$ cat src/rtl/pmwg_pkg.sv
package pmwg_pkg;

    typedef enum logic [2:0] {
        CMD_NONE       = 3'd0,
        CMD_TX_STOP    = 3'd1,
        CMD_TX_GSTOP   = 3'd2,
        CMD_TX_RESTART = 3'd3,
        CMD_RX_ON      = 3'd4,
        CMD_RX_OFF     = 3'd5,
        CMD_RX_CLOSE   = 3'd6
    } cmd_e;

    typedef enum logic [1:0] {
        TX_ACTIVE  = 2'd0,
        TX_GPEND   = 2'd1,
        TX_STOPPED = 2'd2
    } tx_state_e;

    typedef enum logic {
        REGION_RX = 1'b0,
        REGION_TX = 1'b1
    } region_e;

    typedef struct packed {
        logic commit;
        logic reject;
    } verdict_t;

    function automatic region_e region_of(input int unsigned idx, input int unsigned split);
        return (idx < split) ? REGION_RX : REGION_TX;
    endfunction

endpackage

$ cat src/rtl/pmwg_tx_ctl.sv
module pmwg_tx_ctl
    import pmwg_pkg::*;
(
    input  logic      clk,
    input  logic      rst,
    input  logic      cmd_valid,
    input  cmd_e      cmd,
    input  logic      frame_done,
    output tx_state_e state
);

    tx_state_e state_q, state_d;
    logic      stop_cmd, gstop_cmd, restart_cmd;

    assign stop_cmd    = cmd_valid && (cmd == CMD_TX_STOP);
    assign gstop_cmd   = cmd_valid && (cmd == CMD_TX_GSTOP);
    assign restart_cmd = cmd_valid && (cmd == CMD_TX_RESTART);

    always_comb begin
        state_d = state_q;
        unique case (state_q)
            TX_ACTIVE: begin
                if (stop_cmd)       state_d = TX_STOPPED;
                else if (gstop_cmd) state_d = TX_GPEND;
            end
            TX_GPEND: begin
                if (stop_cmd || frame_done) state_d = TX_STOPPED;
            end
            TX_STOPPED: begin
                if (restart_cmd) state_d = TX_ACTIVE;
            end
            default: state_d = TX_STOPPED;
        endcase
    end

    always_ff @(posedge clk) begin
        if (rst) state_q <= TX_STOPPED;
        else     state_q <= state_d;
    end

    assign state = state_q;

    // immediate stop takes effect on the next edge
    a_r4_stop_now: assert property (@(posedge clk) disable iff (rst)
        stop_cmd |=> (state_q == TX_STOPPED));

    // restart never revives a pending transmitter
    a_r6_no_restart_pending: assert property (@(posedge clk) disable iff (rst)
        (state_q == TX_GPEND) |=> (state_q != TX_ACTIVE));

    // pending holds until the frame ends or a hard stop arrives
    a_r5_pending_waits: assert property (@(posedge clk) disable iff (rst)
        ((state_q == TX_GPEND) && !frame_done && !stop_cmd) |=> (state_q == TX_GPEND));

endmodule

$ cat src/rtl/pmwg_rx_ctl.sv
module pmwg_rx_ctl
    import pmwg_pkg::*;
(
    input  logic clk,
    input  logic rst,
    input  logic cmd_valid,
    input  cmd_e cmd,
    output logic rx_on
);

    logic rx_on_q;

    always_ff @(posedge clk) begin
        if (rst) begin
            rx_on_q <= 1'b0;
        end else if (cmd_valid) begin
            if (cmd == CMD_RX_ON)       rx_on_q <= 1'b1;
            else if (cmd == CMD_RX_OFF) rx_on_q <= 1'b0;
        end
    end

    assign rx_on = rx_on_q;

    // closing the current buffer leaves reception running
    a_r8_close_keeps_rx: assert property (@(posedge clk) disable iff (rst)
        (cmd_valid && (cmd == CMD_RX_CLOSE)) |=> $stable(rx_on_q));

endmodule

$ cat src/rtl/pmwg_wr_gate.sv
module pmwg_wr_gate
    import pmwg_pkg::*;
#(
    parameter int unsigned IDX_W   = 5,
    parameter int unsigned BYTES   = 2,
    parameter int unsigned SPLIT   = 16,
    parameter int unsigned MRL_IDX = 3
) (
    input  logic             wr_en,
    input  logic [IDX_W-1:0] wr_idx,
    input  logic [BYTES-1:0] wr_be,
    input  tx_state_e        tx_state,
    input  logic             rx_on,
    output verdict_t         verdict
);

    region_e region;
    logic    full_width;
    logic    mrl_hit;
    logic    allowed;

    assign region     = region_of(int'(wr_idx), SPLIT);
    assign full_width = &wr_be;
    assign mrl_hit    = (int'(wr_idx) == MRL_IDX);

    always_comb begin
        if (region == REGION_TX) allowed = (tx_state == TX_STOPPED);
        else                     allowed = !rx_on || (mrl_hit && full_width);
    end

    assign verdict.commit = wr_en && allowed;
    assign verdict.reject = wr_en && !allowed;

endmodule

$ cat src/rtl/pmwg_store.sv
module pmwg_store #(
    parameter int unsigned DEPTH  = 32,
    parameter int unsigned DATA_W = 16,
    localparam int unsigned IDX_W = $clog2(DEPTH),
    localparam int unsigned BYTES = DATA_W / 8
) (
    input  logic              clk,
    input  logic              rst,
    input  logic              commit,
    input  logic [IDX_W-1:0]  wr_idx,
    input  logic [BYTES-1:0]  wr_be,
    input  logic [DATA_W-1:0] wr_data,
    input  logic              rd_en,
    input  logic [IDX_W-1:0]  rd_idx,
    output logic [DATA_W-1:0] rd_data
);

    logic [DATA_W-1:0] mem_q [DEPTH];
    logic [DATA_W-1:0] lane_mask;
    logic [DATA_W-1:0] rd_q;

    for (genvar b = 0; b < BYTES; b++) begin : g_lane
        assign lane_mask[b*8 +: 8] = {8{wr_be[b]}};
    end

    always_ff @(posedge clk) begin
        if (rst) begin
            for (int i = 0; i < DEPTH; i++) mem_q[i] <= '0;
        end else if (commit) begin
            mem_q[wr_idx] <= (mem_q[wr_idx] & ~lane_mask) | (wr_data & lane_mask);
        end
    end

    always_ff @(posedge clk) begin
        if (rst)        rd_q <= '0;
        else if (rd_en) rd_q <= mem_q[rd_idx];
    end

    assign rd_data = rd_q;

    // a lane without its enable keeps its byte across a write
    for (genvar b = 0; b < BYTES; b++) begin : g_hold
        a_r12_lane_hold: assert property (@(posedge clk) disable iff (rst)
            (commit && !wr_be[b]) |=> (mem_q[$past(wr_idx)][b*8 +: 8] == $past(mem_q[wr_idx][b*8 +: 8])));
    end

endmodule

$ cat src/rtl/param_write_guard.sv
module param_write_guard
    import pmwg_pkg::*;
#(
    parameter int unsigned DEPTH   = 32,
    parameter int unsigned DATA_W  = 16,
    parameter int unsigned SPLIT   = 16,
    parameter int unsigned MRL_IDX = 3,
    localparam int unsigned IDX_W  = $clog2(DEPTH),
    localparam int unsigned BYTES  = DATA_W / 8
) (
    input  logic              clk,
    input  logic              rst,
    input  logic              cmd_valid,
    input  logic [2:0]        cmd_code,
    input  logic              frame_done,
    input  logic              wr_en,
    input  logic [IDX_W-1:0]  wr_idx,
    input  logic [BYTES-1:0]  wr_be,
    input  logic [DATA_W-1:0] wr_data,
    input  logic              rd_en,
    input  logic [IDX_W-1:0]  rd_idx,
    output logic [DATA_W-1:0] rd_data,
    output logic              wr_err
);

    cmd_e      cmd;
    tx_state_e tx_state;
    logic      rx_on;
    verdict_t  verdict;
    logic      err_q;

    assign cmd = cmd_e'(cmd_code);

    pmwg_tx_ctl u_tx (
        .clk        (clk),
        .rst        (rst),
        .cmd_valid  (cmd_valid),
        .cmd        (cmd),
        .frame_done (frame_done),
        .state      (tx_state)
    );

    pmwg_rx_ctl u_rx (
        .clk       (clk),
        .rst       (rst),
        .cmd_valid (cmd_valid),
        .cmd       (cmd),
        .rx_on     (rx_on)
    );

    pmwg_wr_gate #(
        .IDX_W   (IDX_W),
        .BYTES   (BYTES),
        .SPLIT   (SPLIT),
        .MRL_IDX (MRL_IDX)
    ) u_gate (
        .wr_en    (wr_en),
        .wr_idx   (wr_idx),
        .wr_be    (wr_be),
        .tx_state (tx_state),
        .rx_on    (rx_on),
        .verdict  (verdict)
    );

    pmwg_store #(
        .DEPTH  (DEPTH),
        .DATA_W (DATA_W)
    ) u_store (
        .clk     (clk),
        .rst     (rst),
        .commit  (verdict.commit),
        .wr_idx  (wr_idx),
        .wr_be   (wr_be),
        .wr_data (wr_data),
        .rd_en   (rd_en),
        .rd_idx  (rd_idx),
        .rd_data (rd_data)
    );

    always_ff @(posedge clk) begin
        if (rst) err_q <= 1'b0;
        else     err_q <= verdict.reject;
    end

    assign wr_err = err_q;

    // transmit words are locked unless the state machine reports stopped
    a_r3_tx_locked: assert property (@(posedge clk) disable iff (rst)
        (wr_en && (int'(wr_idx) >= SPLIT) && (tx_state != TX_STOPPED)) |-> !verdict.commit);

    // a full-width length update is never refused
    a_r9_mrl_full_ok: assert property (@(posedge clk) disable iff (rst)
        (wr_en && (int'(wr_idx) == MRL_IDX) && (&wr_be)) |=> !wr_err);

    // the error pulse only follows a write request
    a_r10_err_after_write: assert property (@(posedge clk) disable iff (rst)
        wr_err |-> $past(wr_en));

    // a request with no write behind it never raises an error
    a_r10_no_spurious_err: assert property (@(posedge clk) disable iff (rst)
        !wr_en |=> !wr_err);

endmodule

$ cat config.mk
export PLATFORM = sky130hd
export DESIGN_NAME = param_write_guard
export DESIGN_NICKNAME = d
export VERILOG_FILES = /design/src/rtl/pmwg_pkg.sv /design/src/rtl/pmwg_tx_ctl.sv /design/src/rtl/pmwg_rx_ctl.sv /design/src/rtl/pmwg_wr_gate.sv /design/src/rtl/pmwg_store.sv /design/src/rtl/param_write_guard.sv
export SDC_FILE = /design/constraint.sdc
export NUM_CORES = 1
export LEC_CHECK = 0
export BUFFER_PORTS_ARGS = -buffer_cell sky130_fd_sc_hd__buf_2
export CAP_MARGIN = 20
export CORE_UTILIZATION = 38
export CTS_CLUSTER_DIAMETER = 50
export DETAILED_ROUTE_END_ITERATION = 16
export GPL_ROUTABILITY_DRIVEN = 0
export HOLD_SLACK_MARGIN = 0.15
export PLACE_DENSITY = 0.57
export SLEW_MARGIN = 20
export SYNTH_ARGS = -nofsm -noshare
export SYNTH_HDL_FRONTEND = slang
export SYNTH_SLANG_ARGS = --single-unit
$ cat constraint.sdc
create_clock -name clk -period 3.6 [get_ports clk]
set_input_delay 0.36 -clock clk [delete_from_list [all_inputs] [get_ports clk]]
set_output_delay 0.36 -clock clk [all_outputs]
set_load 0.01 [all_outputs]
==> results.sh, run 1 <==
export IMPL_ys_ff_latch=532
export IMPL_clk_pin_slew_ns=0.06
export IMPL_cts_max_path_buffers=3
export IMPL_syn_area_sq_um=30100
export IMPL_maxSlewViolCount=0
export IMPL_core_area_sq_um=77800
export IMPL_hold_buffers=7
export IMPL_rsz0062_at_grt="false"
export IMPL_dr_pass1_iters=6
export IMPL_hpwl_mm=68.8
export IMPL_drc=0
export IMPL_min_path_cells=3
export IMPL_synth_common_cells="edfxtp_1 (512), nor3_2 (247), nor3_1 (227)"
export IMPL_hold_viol_final=0
export IMPL_cellPowerDensity_nw_per_um2=446
export IMPL_startpoint_type="flip-flop"
export IMPL_antenna_left=0
export IMPL_max_cap_violations=0
export IMPL_fin_crit_ns=2.65
export IMPL_synth_top_area_share=0.511
export IMPL_min_to="u_store.mem_q[20][14]"
export IMPL_boundaryPins=54
export IMPL_initial_core_util=0.386
export IMPL_numClockSinks=532
export IMPL_final_seq_area_sq_um=15800
export IMPL_drive_gt1_frac=0.440
export IMPL_slew_limit_headroom=0.245
export IMPL_numCtsBuffers=59
export IMPL_placed_cell_area_sq_um=32100
export IMPL_skew_ns=0.0278
export IMPL_grt_pass1_vias=20600
export IMPL_netlist_instances=2071
export IMPL_die_y_microns=283
export IMPL_wl_mm=98.2
export IMPL_synth_avg_cell_area_sq_um=14.5
export IMPL_yosysMostFrequentCell="edfxtp_1"
export IMPL_yosysWarnings=0
export IMPL_clock_root_buffer="clkbuf_16"
export IMPL_grt_max_degree=49
export IMPL_post_drt_wl_per_cell_microns=30.5
export IMPL_setup_violations=0
export IMPL_port_buffers=53
export IMPL_tightestPinTransition_ns=1.13
export IMPL_yosys_area_top_type="edfxtp_1"
export IMPL_gr_total_overflow=0
export IMPL_rows=102
export IMPL_grt_usage=0.244
export IMPL_nets=2165
export IMPL_viasPerCell=6.28
export IMPL_crit_type="reg2reg"
export IMPL_min_path_type="in2reg"
export IMPL_rr_worst_depth=5
export IMPL_cts_max_level=2
export IMPL_synth_main_ff_cell="edfxtp_1"
export IMPL_multi_input_area_sq_um=13000
export IMPL_worstReg2RegStart="u_store.mem_q[30][14]"
export IMPL_status="completed"
export IMPL_clkLatencyLatePin_ns=0.64
export IMPL_area_growth_pct=13.6
export IMPL_final_area_sq_um=34200
export IMPL_dieArea_sq_um=80200
export IMPL_yosysSeqAreaShare=0.525
export IMPL_rrSetupSlack_ns=0.95
export IMPL_postCtsSetupRepairBufs=0
export IMPL_n_fill_cell=7034
export IMPL_ir_worst_vdd_mv=0.417
export IMPL_cp_required_ns=3.92
export IMPL_max_freq_mhz=377
export IMPL_die_w_microns=283
export IMPL_synth_edf_count=512
export IMPL_syn_nets=2108
export IMPL_cts_resized=0
export IMPL_p_leak_nw=11.1
export IMPL_synthDistinctLibCells=56
export IMPL_final_setup_tns_ns=0
export IMPL_grt_pass1_wl_mm=144
export IMPL_arrival_ns=2.97
export IMPL_async_reset_ff_frac=0
export IMPL_antenna_found_initial=1
export IMPL_period_share=0.736
export IMPL_cp_max_fo=32
export IMPL_timing_rr_end="u_store.mem_q[13][14]"
export IMPL_hp_start="wr_data[14]"
export IMPL_vias=20200
export IMPL_cts_tree="done"
export IMPL_cp_end_kind="flip-flop"
export IMPL_drt_iter0_markers=2467
export IMPL_synth_area_leaders="edfxtp_1 (51%), mux4_2 (15%), nor3_2 (8.2%)"
## kinds of logic after synthesis
group	synth area share
and+or+nand+nor	0.168
DFF	0.525
muxes	0.197
AOI/OAI and AO/OA	0.0624
buffers and inverters	0.0478
## power breakdown
part	switching [W]	internal (W)	total, W
Sequential	0.000121	0.00700	0.00712
Clock	0.00261	0.00346	0.00606
Combinational	0.00132	0.000747	0.00207
Total	0.00405	0.0112	0.0153
## flip-flops by register name, indices dropped and copies added, names as in the netlist
name and cells:
u_store.mem_q 512, u_store.rd_data 16, u_tx.state 2, u_rx.rx_on 1, wr_err 1
## worst max path at each step
stage               depth (start not counted)                    end                   from
floorplan                                   7   u_store.mem_q[20][0]              wr_idx[1]
global placement                            7  u_store.mem_q[13][14]              wr_idx[1]
detailed placement                          7  u_store.mem_q[13][14]              wr_idx[1]
CTS                                         5  u_store.mem_q[14][14]  u_store.mem_q[30][14]
global route                                5  u_store.mem_q[14][14]  u_store.mem_q[30][14]
finish                                      5  u_store.mem_q[13][14]  u_store.mem_q[30][14]
## critical path, stage by stage, from the launching register on
cell      delay (ns)
edfxtp_1        0.39
mux4_2          0.47
a22oi_1         0.33
o211ai_1        0.17
nor2_4          0.87
nor3_1          0.10
## metal layers
metal,GRT usage,vias to the layer above,share of wire
met5,0,-,0
met4,0.0882,0,0.035
met3,0.0312,163,0.071
met2,0.391,962,0.48
met1,0.339,10600,0.42
li1,-,8472,-
## through the flow
step / instances / total power [W] / util / setup WS [ns] / hold slack, ns
detailed placement: 3098 / 0.00930 / 0.413 / 0.354 / 0.446
global route: 3219 / 0.0156 / 0.439 / 0.864 / 0.159
CTS: 3216 / 0.0153 / 0.438 / 0.922 / 0.160
global placement: 3098 / 0.00926 / 0.413 / 0.370 / 0.436
floorplan: 2071 / 0.00851 / - / 0.990 / 0.416
finish: 3219 / 0.0153 / 0.439 / 0.949 / 0.151
## layout by cell type (no fill, tap or decap), types with 7 or more instances in the layout
cell	Yosys	final
buf_4	38	163
nand2_1	50	50
o32ai_1	10	10
clkbuf_16	0	61
nor3_2	247	243
o21ai_0	12	12
nand2b_1	47	47
nor2b_4	0	7
nor2_1	17	9
clkinv_1	1	10
a21oi_1	112	112
a22oi_1	29	29
o22ai_1	56	56
a311oi_1	10	10
mux4_2	204	204
inv_1	13	13
o31ai_1	17	17
dlygate4sd3_1	0	7
dfxtp_1	20	20
buf_2	68	49
nor3_1	227	226
nand3_4	16	16
mux2i_1	19	19
clkbuf_1	99	11
clkinv_2	0	13
mux2_2	102	102
buf_12	0	24
edfxtp_1	512	512
nand4_4	14	14
nor2_2	3	8
## cell type report
type	count	area share
antenna	1	0.0000732
clock buffer	75	0.0471
clock inverter	36	0.00897
inverter	16	0.00176
multi-input combinational	1272	0.382
sequential	532	0.462
tap	1040	0.0381
timing repair buffer	247	0.0607
No activity file was read; power rests on OpenSTA's default activity.
==> inputs of run 2 (changes only) <==
==> constraint.sdc (replaced) <==
create_clock -name clk -period 2.72 [get_ports clk]
set_input_delay 0.272 -clock clk [delete_from_list [all_inputs] [get_ports clk]]
set_output_delay 0.272 -clock clk [all_outputs]
set_load 0.01 [all_outputs]
==> run 2 against run 1 <==
Compared with the run above:
- final cell count up 2.4%
- count of clock-buffer cells in the layout up 8
- via count up 1.2%
- fmax up 18%
- utilization up 1.8 points
- register-to-register slack worse by 0.47 ns
- non-clock buffer count up 69
- sequential share of layout area down 1.8 points
- first-iteration DRC count down 11%
- combinational power up 42%
- largest power group unchanged
==> results.sh, run 2 (synthesis gave the netlist of run 1 again) <==
export IMPL_timing_rr_end="u_store.mem_q[12][0]"
export IMPL_worstReg2RegStart="u_store.mem_q[7][0]"
export IMPL_startpoint_type="flip-flop"
export IMPL_vias=20500
export IMPL_core_area_sq_um=77800
export IMPL_boundaryPins=54
export IMPL_die_w_microns=283
export IMPL_final_common_cell="edfxtp_1"
export IMPL_hpwl_mm=69.3
export IMPL_hold_viol_final=0
export IMPL_layout_common_cells="edfxtp_1 (512), nor3_2 (243), nor3_1 (226)"
export IMPL_numClockSinks=532
export IMPL_placed_cell_area_sq_um=33200
export IMPL_wl_mm=99.0
export IMPL_rrSetupSlack_ns=0.48
export IMPL_cp_max_fo=12
export IMPL_die_y_microns=283
export IMPL_tightestPinTransition_ns=0.775
export IMPL_numCtsBuffers=69
export IMPL_arrival_ns=2.56
export IMPL_grt_usage=0.245
export IMPL_antenna_found_initial=0
export IMPL_max_freq_mhz=447
export IMPL_rows=102
export IMPL_final_area_sq_um=35500
export IMPL_status="completed"
export IMPL_period_share=0.823
export IMPL_area_growth_pct=18.2
export IMPL_initial_core_util=0.386
export IMPL_viasPerCell=6.21
export IMPL_ir_worst_vdd_mv=0.414
export IMPL_hold_ws_ns=0.262
export IMPL_postCtsSetupRepairBufs=0
export IMPL_cts_tree="done"
export IMPL_rsz0062_at_grt="false"
export IMPL_largest_register="u_store.mem_q"
export IMPL_rr_worst_depth=7
export IMPL_max_cap_violations=0
export IMPL_fin_crit_ns=2.24
export IMPL_utilization=0.456
export IMPL_cp_end_kind="flip-flop"
export IMPL_maxSlewViolCount=0
export IMPL_clkLatencyLatePin_ns=0.61
export IMPL_cts_max_path_buffers=3
export IMPL_p_leak_nw=11.8
export IMPL_clk_pin_slew_ns=0.05
export IMPL_grt_pass1_wl_mm=144
export IMPL_clock_root_buffer="clkbuf_16"
export IMPL_antenna_left=0
export IMPL_stdcell_count=3296
export IMPL_cts_max_level=3
export IMPL_min_path_type="in2reg"
export IMPL_post_drt_wl_per_cell_microns=30.0
export IMPL_cellPowerDensity_nw_per_um2=604
export IMPL_drc=0
export IMPL_crit_type="reg2reg"
export IMPL_cp_required_ns=3.04
export IMPL_port_buffers=53
export IMPL_grt_pass1_vias=20800
export IMPL_largest_reg_flops=512
export IMPL_num_antenna_cells=0
export IMPL_setup_violations=0
export IMPL_gr_total_overflow=0
export IMPL_final_setup_tns_ns=0
export IMPL_nets=2244
export IMPL_drive_gt1_frac=0.461
export IMPL_drt_iter0_markers=2195
export IMPL_min_path_cells=5
export IMPL_slew_limit_headroom=0.480
export IMPL_grt_max_degree=44
export IMPL_dr_pass1_iters=7
export IMPL_hp_start="wr_be[0]"
export IMPL_skew_ns=0.0216
export IMPL_min_to="wr_err"
export IMPL_place_inst=3167
export IMPL_dieArea_sq_um=80200
## run 2: cell count changes in the layout (fill, tap and decap cells not counted), moves of 2 or more
cell           delta
bufinv_16         +2
clkbuf_16        +12
buf_4            +25
buf_12           +42
clkinv_1          -4
clkinvlp_4        +2
clkbuf_8          -3
dlygate4sd3_1     +2
## run 2: how the worst max path moves through the flow
stage,start,endpoint,slack (ns),cells past startpoint
floorplan,wr_idx[1],u_store.mem_q[20][0],0.20,7
global placement,wr_idx[0],u_store.mem_q[13][14],-0.01,9
detailed placement,wr_idx[1],u_store.mem_q[13][14],-0.0004,10
CTS,u_store.mem_q[7][0],u_store.mem_q[12][0],0.48,7
global route,u_store.mem_q[4][0],u_store.mem_q[12][0],0.43,7
finish,u_store.mem_q[7][0],u_store.mem_q[12][0],0.48,7
## run 2: cell type report
type	instances	area, sq um
timing repair buffer	316	3120
clock buffer	83	1860
clock inverter	37	379
fill	6919	42300
inverter	16	60.1
multi-input combinational	1272	13000
tap	1040	1300
sequential	532	15800
## run 2: routing by layer
layer,global-route usage,wire [microns],vias to the layer above
met2,0.399,47900,924
met4,0.0800,3260,0
met3,0.0337,6860,159
met1,0.337,41000,10800
met5,0,0,-
li1,-,-,8624
## run 2: through the flow
step	power (W)	worst slack, ns
final	0.0215	0.480
after global routing	0.0220	0.433
after detailed placement	0.0125	-0.000395
after global placement	0.0124	-0.0101
after floorplan	0.0113	0.198
after CTS	0.0216	0.483
## run 2: timing repair
action                    in CTS  in global routing
resized for setup              0                  0
hold endpoints to repair       4                  0
hold buffers                   9                  0
## run 2: worst max-delay path, stage by stage (launching register included)
cell and delay (ns):
edfxtp_1 0.38, mux4_2 0.51, a21oi_1 0.18, buf_4 0.14, a311oi_1 0.08, nor3_4 0.34
buf_4 0.25, nor3_1 0.08
## run 2: power breakdown
group	total, W	internal (W)	switching, W
sequential	0.00942	0.00927	0.000151
combinational	0.00294	0.00115	0.00179
clock	0.00910	0.00548	0.00362
total	0.0215	0.0159	0.00556
